`config.mk`:
```
export PLATFORM = sky130hd
export DESIGN_NAME = nand_ecc_fixer
export DESIGN_NICKNAME = d
export VERILOG_FILES = /design/src/rtl/nfecc_pkg.sv /design/src/rtl/nfecc_locate.sv /design/src/rtl/nfecc_classify.sv /design/src/rtl/nfecc_seq.sv /design/src/rtl/nand_ecc_fixer.sv
export SDC_FILE = /design/constraint.sdc
export NUM_CORES = 1
export LEC_CHECK = 0
export ABC_AREA = 1
export BUFFER_PORTS_ARGS = -buffer_cell sky130_fd_sc_hd__buf_2
export CAP_MARGIN = 10
export CORE_MARGIN = 4
export CORE_UTILIZATION = 54
export DETAILED_ROUTE_END_ITERATION = 10
export PLACE_DENSITY = 0.89
export SLEW_MARGIN = 20
export SYNTH_ARGS = -nofsm -noshare
export SYNTH_HDL_FRONTEND = slang
export SYNTH_SLANG_ARGS = --single-unit
```
`constraint.sdc`:
```
create_clock -name clk -period 3.08 [get_ports clk]
set_input_delay 0.462 -clock clk [delete_from_list [all_inputs] [get_ports clk]]
set_output_delay 0.462 -clock clk [all_outputs]
set_load 0.02 [all_outputs]
```
`src/rtl/nfecc_pkg.sv`:
```
package nfecc_pkg;
  localparam int BYTE_W     = 8;
  localparam int CODE_BYTES = 3;
  localparam int CODE_W     = BYTE_W * CODE_BYTES;
  localparam int PAIRS      = CODE_W / 2;
  localparam int ADDR_W     = 9;
  localparam int BIT_W      = 3;

  typedef enum logic [1:0] {
    ST_CLEAN = 2'b00,
    ST_FIXED = 2'b01,
    ST_FAIL  = 2'b11
  } status_t;
endpackage

```
`src/rtl/nfecc_locate.sv`:
```
module nfecc_locate
  import nfecc_pkg::*;
(
  input  logic [PAIRS-1:0]  odd_i,
  output logic [ADDR_W-1:0] addr_o,
  output logic [BIT_W-1:0]  bit_o
);
  // odd_i[k] is syndrome bit 2k+1
  localparam int NIB = BYTE_W / 2;

  for (genvar k = 0; k < NIB; k++) begin : g_lo
    assign addr_o[k]       = odd_i[k];
    assign addr_o[NIB + k] = odd_i[NIB + k];
  end
  assign addr_o[ADDR_W-1] = odd_i[2*NIB];

  for (genvar j = 0; j < BIT_W; j++) begin : g_bit
    assign bit_o[j] = odd_i[2*NIB + 1 + j];
  end
endmodule

```
`src/rtl/nfecc_classify.sv`:
```
module nfecc_classify
  import nfecc_pkg::*;
(
  input  logic [CODE_W-1:0] stored_i,
  input  logic [CODE_W-1:0] calc_i,
  output status_t           verdict_o,
  output logic              repair_o,
  output logic [ADDR_W-1:0] addr_o,
  output logic [BIT_W-1:0]  bit_o
);
  logic [CODE_W-1:0] syn;
  logic [PAIRS-1:0]  pair_ok;
  logic [PAIRS-1:0]  odd_bits;
  logic              blank;
  logic              lone_bit;
  logic              data_err;
  logic [ADDR_W-1:0] loc_addr;
  logic [BIT_W-1:0]  loc_bit;

  assign syn = stored_i ^ calc_i;

  for (genvar p = 0; p < PAIRS; p++) begin : g_pair
    assign pair_ok[p]  = syn[2*p] ^ syn[2*p+1];
    assign odd_bits[p] = syn[2*p+1];
  end

  assign blank    = &stored_i;
  assign data_err = &pair_ok;
  assign lone_bit = (syn != '0) && ((syn & (syn - 1'b1)) == '0);

  nfecc_locate u_locate (
    .odd_i  (odd_bits),
    .addr_o (loc_addr),
    .bit_o  (loc_bit)
  );

  always_comb begin
    verdict_o = ST_FAIL;
    repair_o  = 1'b0;
    addr_o    = '0;
    bit_o     = '0;
    if (syn == '0 || blank) begin
      verdict_o = ST_CLEAN;
    end else if (data_err) begin
      verdict_o = ST_FIXED;
      repair_o  = 1'b1;
      addr_o    = loc_addr;
      bit_o     = loc_bit;
    end else if (lone_bit) begin
      verdict_o = ST_FIXED;
    end
  end
endmodule

```
`src/rtl/nfecc_seq.sv`:
```
module nfecc_seq
  import nfecc_pkg::*;
(
  input  logic              clk,
  input  logic              rst_n,
  input  logic              start_i,
  input  status_t           verdict_i,
  input  logic              repair_i,
  input  logic [ADDR_W-1:0] addr_i,
  input  logic [BIT_W-1:0]  bit_i,
  input  logic [BYTE_W-1:0] rdata_i,
  output logic              rd_o,
  output logic              wr_o,
  output logic [BYTE_W-1:0] wdata_o,
  output logic              done_o,
  output status_t           status_o,
  output logic [ADDR_W-1:0] addr_o,
  output logic [BIT_W-1:0]  bit_o
);
  typedef enum logic [1:0] {S_IDLE, S_READ, S_WRITE, S_FIN} seq_t;

  seq_t              state_q, state_d;
  status_t           status_q;
  logic [ADDR_W-1:0] addr_q;
  logic [BIT_W-1:0]  bit_q;
  logic              cap_en;

  assign cap_en = (state_q == S_IDLE) && start_i;

  always_comb begin
    state_d = state_q;
    unique case (state_q)
      S_IDLE:  if (start_i) state_d = repair_i ? S_READ : S_FIN;
      S_READ:  state_d = S_WRITE;
      S_WRITE: state_d = S_FIN;
      S_FIN:   state_d = S_IDLE;
      default: state_d = S_IDLE;
    endcase
  end

  always_ff @(posedge clk or negedge rst_n) begin
    if (!rst_n) begin
      state_q  <= S_IDLE;
      status_q <= ST_CLEAN;
      addr_q   <= '0;
      bit_q    <= '0;
    end else begin
      state_q <= state_d;
      if (cap_en) begin
        status_q <= verdict_i;
        addr_q   <= addr_i;
        bit_q    <= bit_i;
      end
    end
  end

  assign rd_o     = (state_q == S_READ);
  assign wr_o     = (state_q == S_WRITE);
  assign wdata_o  = rdata_i ^ (BYTE_W'(1) << bit_q);
  assign done_o   = (state_q == S_FIN);
  assign status_o = status_q;
  assign addr_o   = addr_q;
  assign bit_o    = bit_q;
endmodule

```
`src/rtl/nand_ecc_fixer.sv`:
```
module nand_ecc_fixer
  import nfecc_pkg::*;
(
  input  logic              clk,
  input  logic              rst_n,
  input  logic              start_i,
  input  logic [CODE_W-1:0] stored_ecc_i,
  input  logic [CODE_W-1:0] calc_ecc_i,
  output logic [ADDR_W-1:0] buf_addr_o,
  output logic              buf_rd_o,
  input  logic [BYTE_W-1:0] buf_rdata_i,
  output logic              buf_wr_o,
  output logic [BYTE_W-1:0] buf_wdata_o,
  output logic              done_o,
  output logic [1:0]        status_o,
  output logic [ADDR_W-1:0] err_addr_o,
  output logic [BIT_W-1:0]  err_bit_o
);
  status_t           verdict;
  status_t           status_q;
  logic              repair;
  logic [ADDR_W-1:0] cls_addr;
  logic [BIT_W-1:0]  cls_bit;
  logic [ADDR_W-1:0] held_addr;

  nfecc_classify u_classify (
    .stored_i  (stored_ecc_i),
    .calc_i    (calc_ecc_i),
    .verdict_o (verdict),
    .repair_o  (repair),
    .addr_o    (cls_addr),
    .bit_o     (cls_bit)
  );

  nfecc_seq u_seq (
    .clk       (clk),
    .rst_n     (rst_n),
    .start_i   (start_i),
    .verdict_i (verdict),
    .repair_i  (repair),
    .addr_i    (cls_addr),
    .bit_i     (cls_bit),
    .rdata_i   (buf_rdata_i),
    .rd_o      (buf_rd_o),
    .wr_o      (buf_wr_o),
    .wdata_o   (buf_wdata_o),
    .done_o    (done_o),
    .status_o  (status_q),
    .addr_o    (held_addr),
    .bit_o     (err_bit_o)
  );

  assign status_o   = status_q;
  assign buf_addr_o = held_addr;
  assign err_addr_o = held_addr;
endmodule

```
---- Word level (Yosys, flattened, before mapping) ----
Index checks and enable logic that the tools add are counted.
word-level totals
  word-level logic and storage cells ...... 46
  output and inout bits ................... 34
  memory bits (read-only) ................. 0
  input bits .............................. 59
  flip-flop bits (word level) ............. 16
  bits in latches ......................... 0
  memories ................................ 0
  bits in writable memories ............... 0
cells by class
  multiplexer cells ....................... 12
  add/subtract/negate cells ............... 1
  $mul .................................... 0
  bitwise logic cells ..................... 15
  order comparisons ....................... 0
  reduce and logical (&&, ||, !) cells .... 9
  shift operators ......................... 1
  divide/modulo/power cells ............... 0
  equality and inequality tests ........... 4
operators with widths
  operator                                              number
  zero test 24 bit                                      2
  bitwise AND 24 bit                                    1
  AND reduction 24 bit                                  1
  nonzero test 24 bit                                   1
  subtractor 24 x 1 -> 24 bit (second input constant)   1
  XOR 24 bit                                            1
  two-way mux 9 bit                                     2
  AND reduction 12 bit                                  1
  XOR 1 bit                                             12
  two-way mux 2 bit                                     5
  one-hot mux 2 bit (4 select lines)                    1
  left shift 1 x 3 -> 8 bit (first input constant)      1
  XOR 8 bit                                             1
  two-way mux 3 bit                                     2
  equality test 2 bit (second input constant)           2
  equality test 2 x 1 -> 1 bit (second input constant)  1
  logical AND 1 bit                                     2
  zero test 2 bit                                       1
  two-way mux 1 bit                                     2
  inequality test 2 bit (second input constant)         1
  logical OR 1 bit                                      1

---- Depth between registers and ports, before layout ----
  word-level depth ........................ 8
  mapped depth ............................ 20
  mapped depth without buffers ............ 20

---- Modules after synthesis ----
Synthesis repeated with hierarchy kept, for this count alone.
second synthesis, totals
  cells, all modules ...................... 449
  area, all modules ....................... 2735.1 µm²
modules (own cells, without submodules)
  module          times used  cells each  area each (µm²)  sequential area each (µm²)
  nfecc_classify  1           303         1647.8           0.0
  nfecc_seq       1           125         929.6            400.4
  nfecc_locate    1           12          90.1             0.0
  nand_ecc_fixer  1           9           67.6             0.0

---- Least setup slack after synthesis ----
No wires, ideal clock.
  path type ............................... input to register
  start point ............................. in stored_ecc_i[19]
  end point ............................... reg u_seq.addr_q[3], in the netlist u_seq.addr_o[3]
  arrival ................................. 1.807 ns
  data required time ...................... 3.004 ns
  cell stages on the path ................. 10
  path buffers ............................ 1
  library setup time ...................... 0.076 ns
  setup slack ............................. 1.197 ns
  cell sequence ........................... nand2_1 -> inv_1 -> nor2_1 -> inv_1 -> ha_1 -> nand4_1 -> nor3_1 -> nand4_1 -> buf_4 -> o21ai_1
between the ends
  word-level cells in the longest chain between the ends .. 5
  elaborated cells on any way between the ends .. 8
  those cells by class .................... mux (2); bitwise (2); reduce/logical (4)
ends and longest elaborated chain
  element                RTL line              source
  start, declared        nand_ecc_fixer.sv:7   input logic [CODE_W-1:0] stored_ecc_i,
  XOR 24 bit             nfecc_classify.sv:20  assign syn = stored_i ^ calc_i;
  XOR 1 bit              nfecc_classify.sv:23  assign pair_ok[p] = syn[2*p] ^ syn[2*p+1];
  AND reduction 12 bit   nfecc_classify.sv:28  assign data_err = &pair_ok;
  two-way mux 9 bit      nfecc_classify.sv:44  end else if (data_err) begin
  two-way mux 9 bit (*)  nfecc_classify.sv:42  if (syn == '0 || blank) begin
  end signal, assigned   nfecc_seq.sv:51       addr_q <= addr_i;
  end, declared          nfecc_seq.sv:24       logic [ADDR_W-1:0] addr_q;
Mark *: on every way between the ends. The rest lies on a longest branch, timed or not.
A chain may end at the register's enable or synchronous reset.

---- Worst setup path after layout ----
  start point ............................. in stored_ecc_i[19]
  end point ............................... reg u_seq.addr_q[5], in the netlist u_seq.addr_o[5]
Same word-level chain as after synthesis.

==> reports/metrics.cfg <==
[outcome]
status = finished clean

[timing]
min_period_ns = 2.22
finClkSkew_ns = 0.00237
finalSetupTns_ns = 0
finalMaxSlewViolations = 0
rsz0062_at_grt = no
hold_ws_ns = 0.111
maxSlewHeadroom = 0.693
max_freq_mhz = 451
tightest_slew_ns = 0.459
min_period_over_period = 0.719
hold_viol = 0
finalSetupViolCount = 0

[floorplan]
initial_utilization = 0.578
die_area_um2 = 5530
die_height_um = 74.4
rows = 23
core_um2 = 4120
die_x_um = 74.4
ios = 93

[routing]
via_count = 2773
firstDrtPassIters = 5
via_per_inst = 4.97
drtAntennaViolNets = 0
drc = 0
drt_iter0_markers = 117
routedWlPerCell_um = 10.6
drt-total-wl_um = 5910

[worst_hold_path]
hp-class = in -> async

[finish]
layout-drive-gt1-share = 0.244
post-route-util = 0.696
antenna_cells = 0
nNetsFinal = 588
area_growth_syn_to_layout_pct = 20.4

[synthesis]
yosysMostFrequentCell = nand2_1
yosysTopAreaCellShare = 0.268
synth_cells = 424
syn_nets = 502
yosys-top-cells-count = nand2_1, inv_1, nor2_1
synthDominantAreaCellType = nand2_1
ys.flop_type = dfrtp_1
async_flop_share = 1.00
synthesis.area_um2 = 2380
syn_area_per_cell_um2 = 5.61
synth-edff-count = 0
yosysWarnings = 0
yosysSeqAreaShare = 0.168
synth.area.top_cells = nand2_1, dfrtp_1, inv_1, ha_1, nor2_1
synth-seq-cells = 16
synth_cell_types = 24

[clocking]
postCtsHoldBufs = 0
path_clk_slew_ns = 0.06
cts_resized = 0
numCtsBuffers = 3
clkSinkCount = 16
cts_tree = done
cts_root_buf = clkbuf_8
clockBufferDepth = 2
h-tree-depth = 1
clkLatencyLatePin_ns = 0.24
postCtsSetupBuffers = 0

[worst_setup_path]
slowest_stage = nand4_1
critPathCaptureType = flop
worstPathMaxFanout = 12
crit_required_ns = 3.24
crit_type = in -> reg
cp-start-kind = input pin
arrival_ns = 2.37
crit_chain = buf_2 > nand2_1 > inv_1 > nor2_1 > inv_1 > ha_1 > nand4_1 > nor3_1 > nand4_1 > o21ai_0
critical-path-max-stage-delay_ns = 0.45

[global_route]
antenna_found_initial = 0
grt_pass1_wl_um = 9650
grt_pass1_vias = 2430
grt_max_degree = 17
grt_usage = 0.214
overflow = 0

[power]
peakVddDrop_uv = 175
p_leak_nw = 1.79
p_per_area_nw_per_um2 = 314

[placement]
dp_hpwl_um = 5200
io_buffers = 92
gp_congestion = 0.874

[job]
cap_viol_max_count = 0

## final timing paths
kind / start / endpoint / slack, ns / cells after the start
min in group clk: u_seq.status_o[1] / u_seq.status_o[1] / 0.48 / 2
min: rst_n / u_seq.addr_o[0] / 0.11 / 1
max in group asynchronous: rst_n / u_seq.status_o[0] / 2.72 / 1
max: stored_ecc_i[19] / u_seq.addr_o[5] / 0.86 / 10
min reg2reg: u_seq.status_o[1] / u_seq.status_o[1] / 0.48 / 2
max reg2reg: u_seq.state_q[0] / u_seq.addr_o[5] / 1.13 / 6
## flip-flops by register name, summed over array words and instances (netlist names)
| signal | cells |
|---|---|
| u_seq.addr_o | 9 |
| u_seq.bit_o | 3 |
| u_seq.state_q | 2 |
| u_seq.status_o | 2 |
## metal layers
layer,track usage,share of wire,up-vias
li1,-,-,1451
met1,0.274,0.43,1211
met2,0.394,0.48,102
met3,0.0189,0.080,9
met4,0.0435,0.0098,0
met5,0,0,-
## cell type report
class / count / area, um^2
well taps: 50 / 62.6
fillers: 390 / 1250
multi-input cells: 315 / 1590
flip-flops and latches: 16 / 400
clock buffers: 3 / 41.3
inverters: 82 / 308
repair buffers: 92 / 460
## layout by cell type (no fill, tap or decap)
cell	count
nand3_4	1
nand3_1	22
inv_1	75
dfrtp_1	16
nand2_2	12
clkbuf_8	3
mux2i_1	1
nor4_1	2
nor3_1	2
nor2_2	3
nor2_4	4
o22ai_1	3
inv_2	7
nor2_1	35
xnor2_1	9
o21ai_0	6
nand4_1	11
nand3_2	2
a21oi_1	5
o21ai_1	7
o21bai_1	1
buf_2	92
nand2_1	170
ha_1	19
## stage by stage
step                      instances  area, um^2  power [mW]  worst slack [ns]
after floorplan                 424        2380       0.599              1.20
after global placement          555        2820       0.733             0.690
after detailed placement        555        2820       0.753             0.618
after CTS                       558        2860       0.906             0.879
after global routing            558        2860       0.983             0.584
final                           558        2860       0.899             0.864
## power breakdown
part | switching (mW) | total, mW | internal, mW
combinational | 0.313 | 0.489 | 0.176
sequential | 0.0213 | 0.262 | 0.241
clock | 0.0617 | 0.148 | 0.0865
total | 0.396 | 0.899 | 0.503
## logic make-up after synthesis
| family | Yosys count | synth area share |
|---|---|---|
| AOI/OAI and AO/OA | 22 | 0.0489 |
| and+or+nand+nor | 264 | 0.483 |
| adders and majority gates | 19 | 0.100 |
| buffers and inverters | 93 | 0.163 |
| xor gates and xnor gates | 9 | 0.0332 |
| DFF | 16 | 0.168 |
| muxes | 1 | 0.00421 |
## critical path: cells and delay by family
kind / cells / cell delay [ns]
compound gates: 1 / 0.29
fa+ha+maj: 1 / 0.29
buf+inv: 3 / 0.25
simple gates: 5 / 1.07
Note: power is estimated with default switching activity, not from simulation.
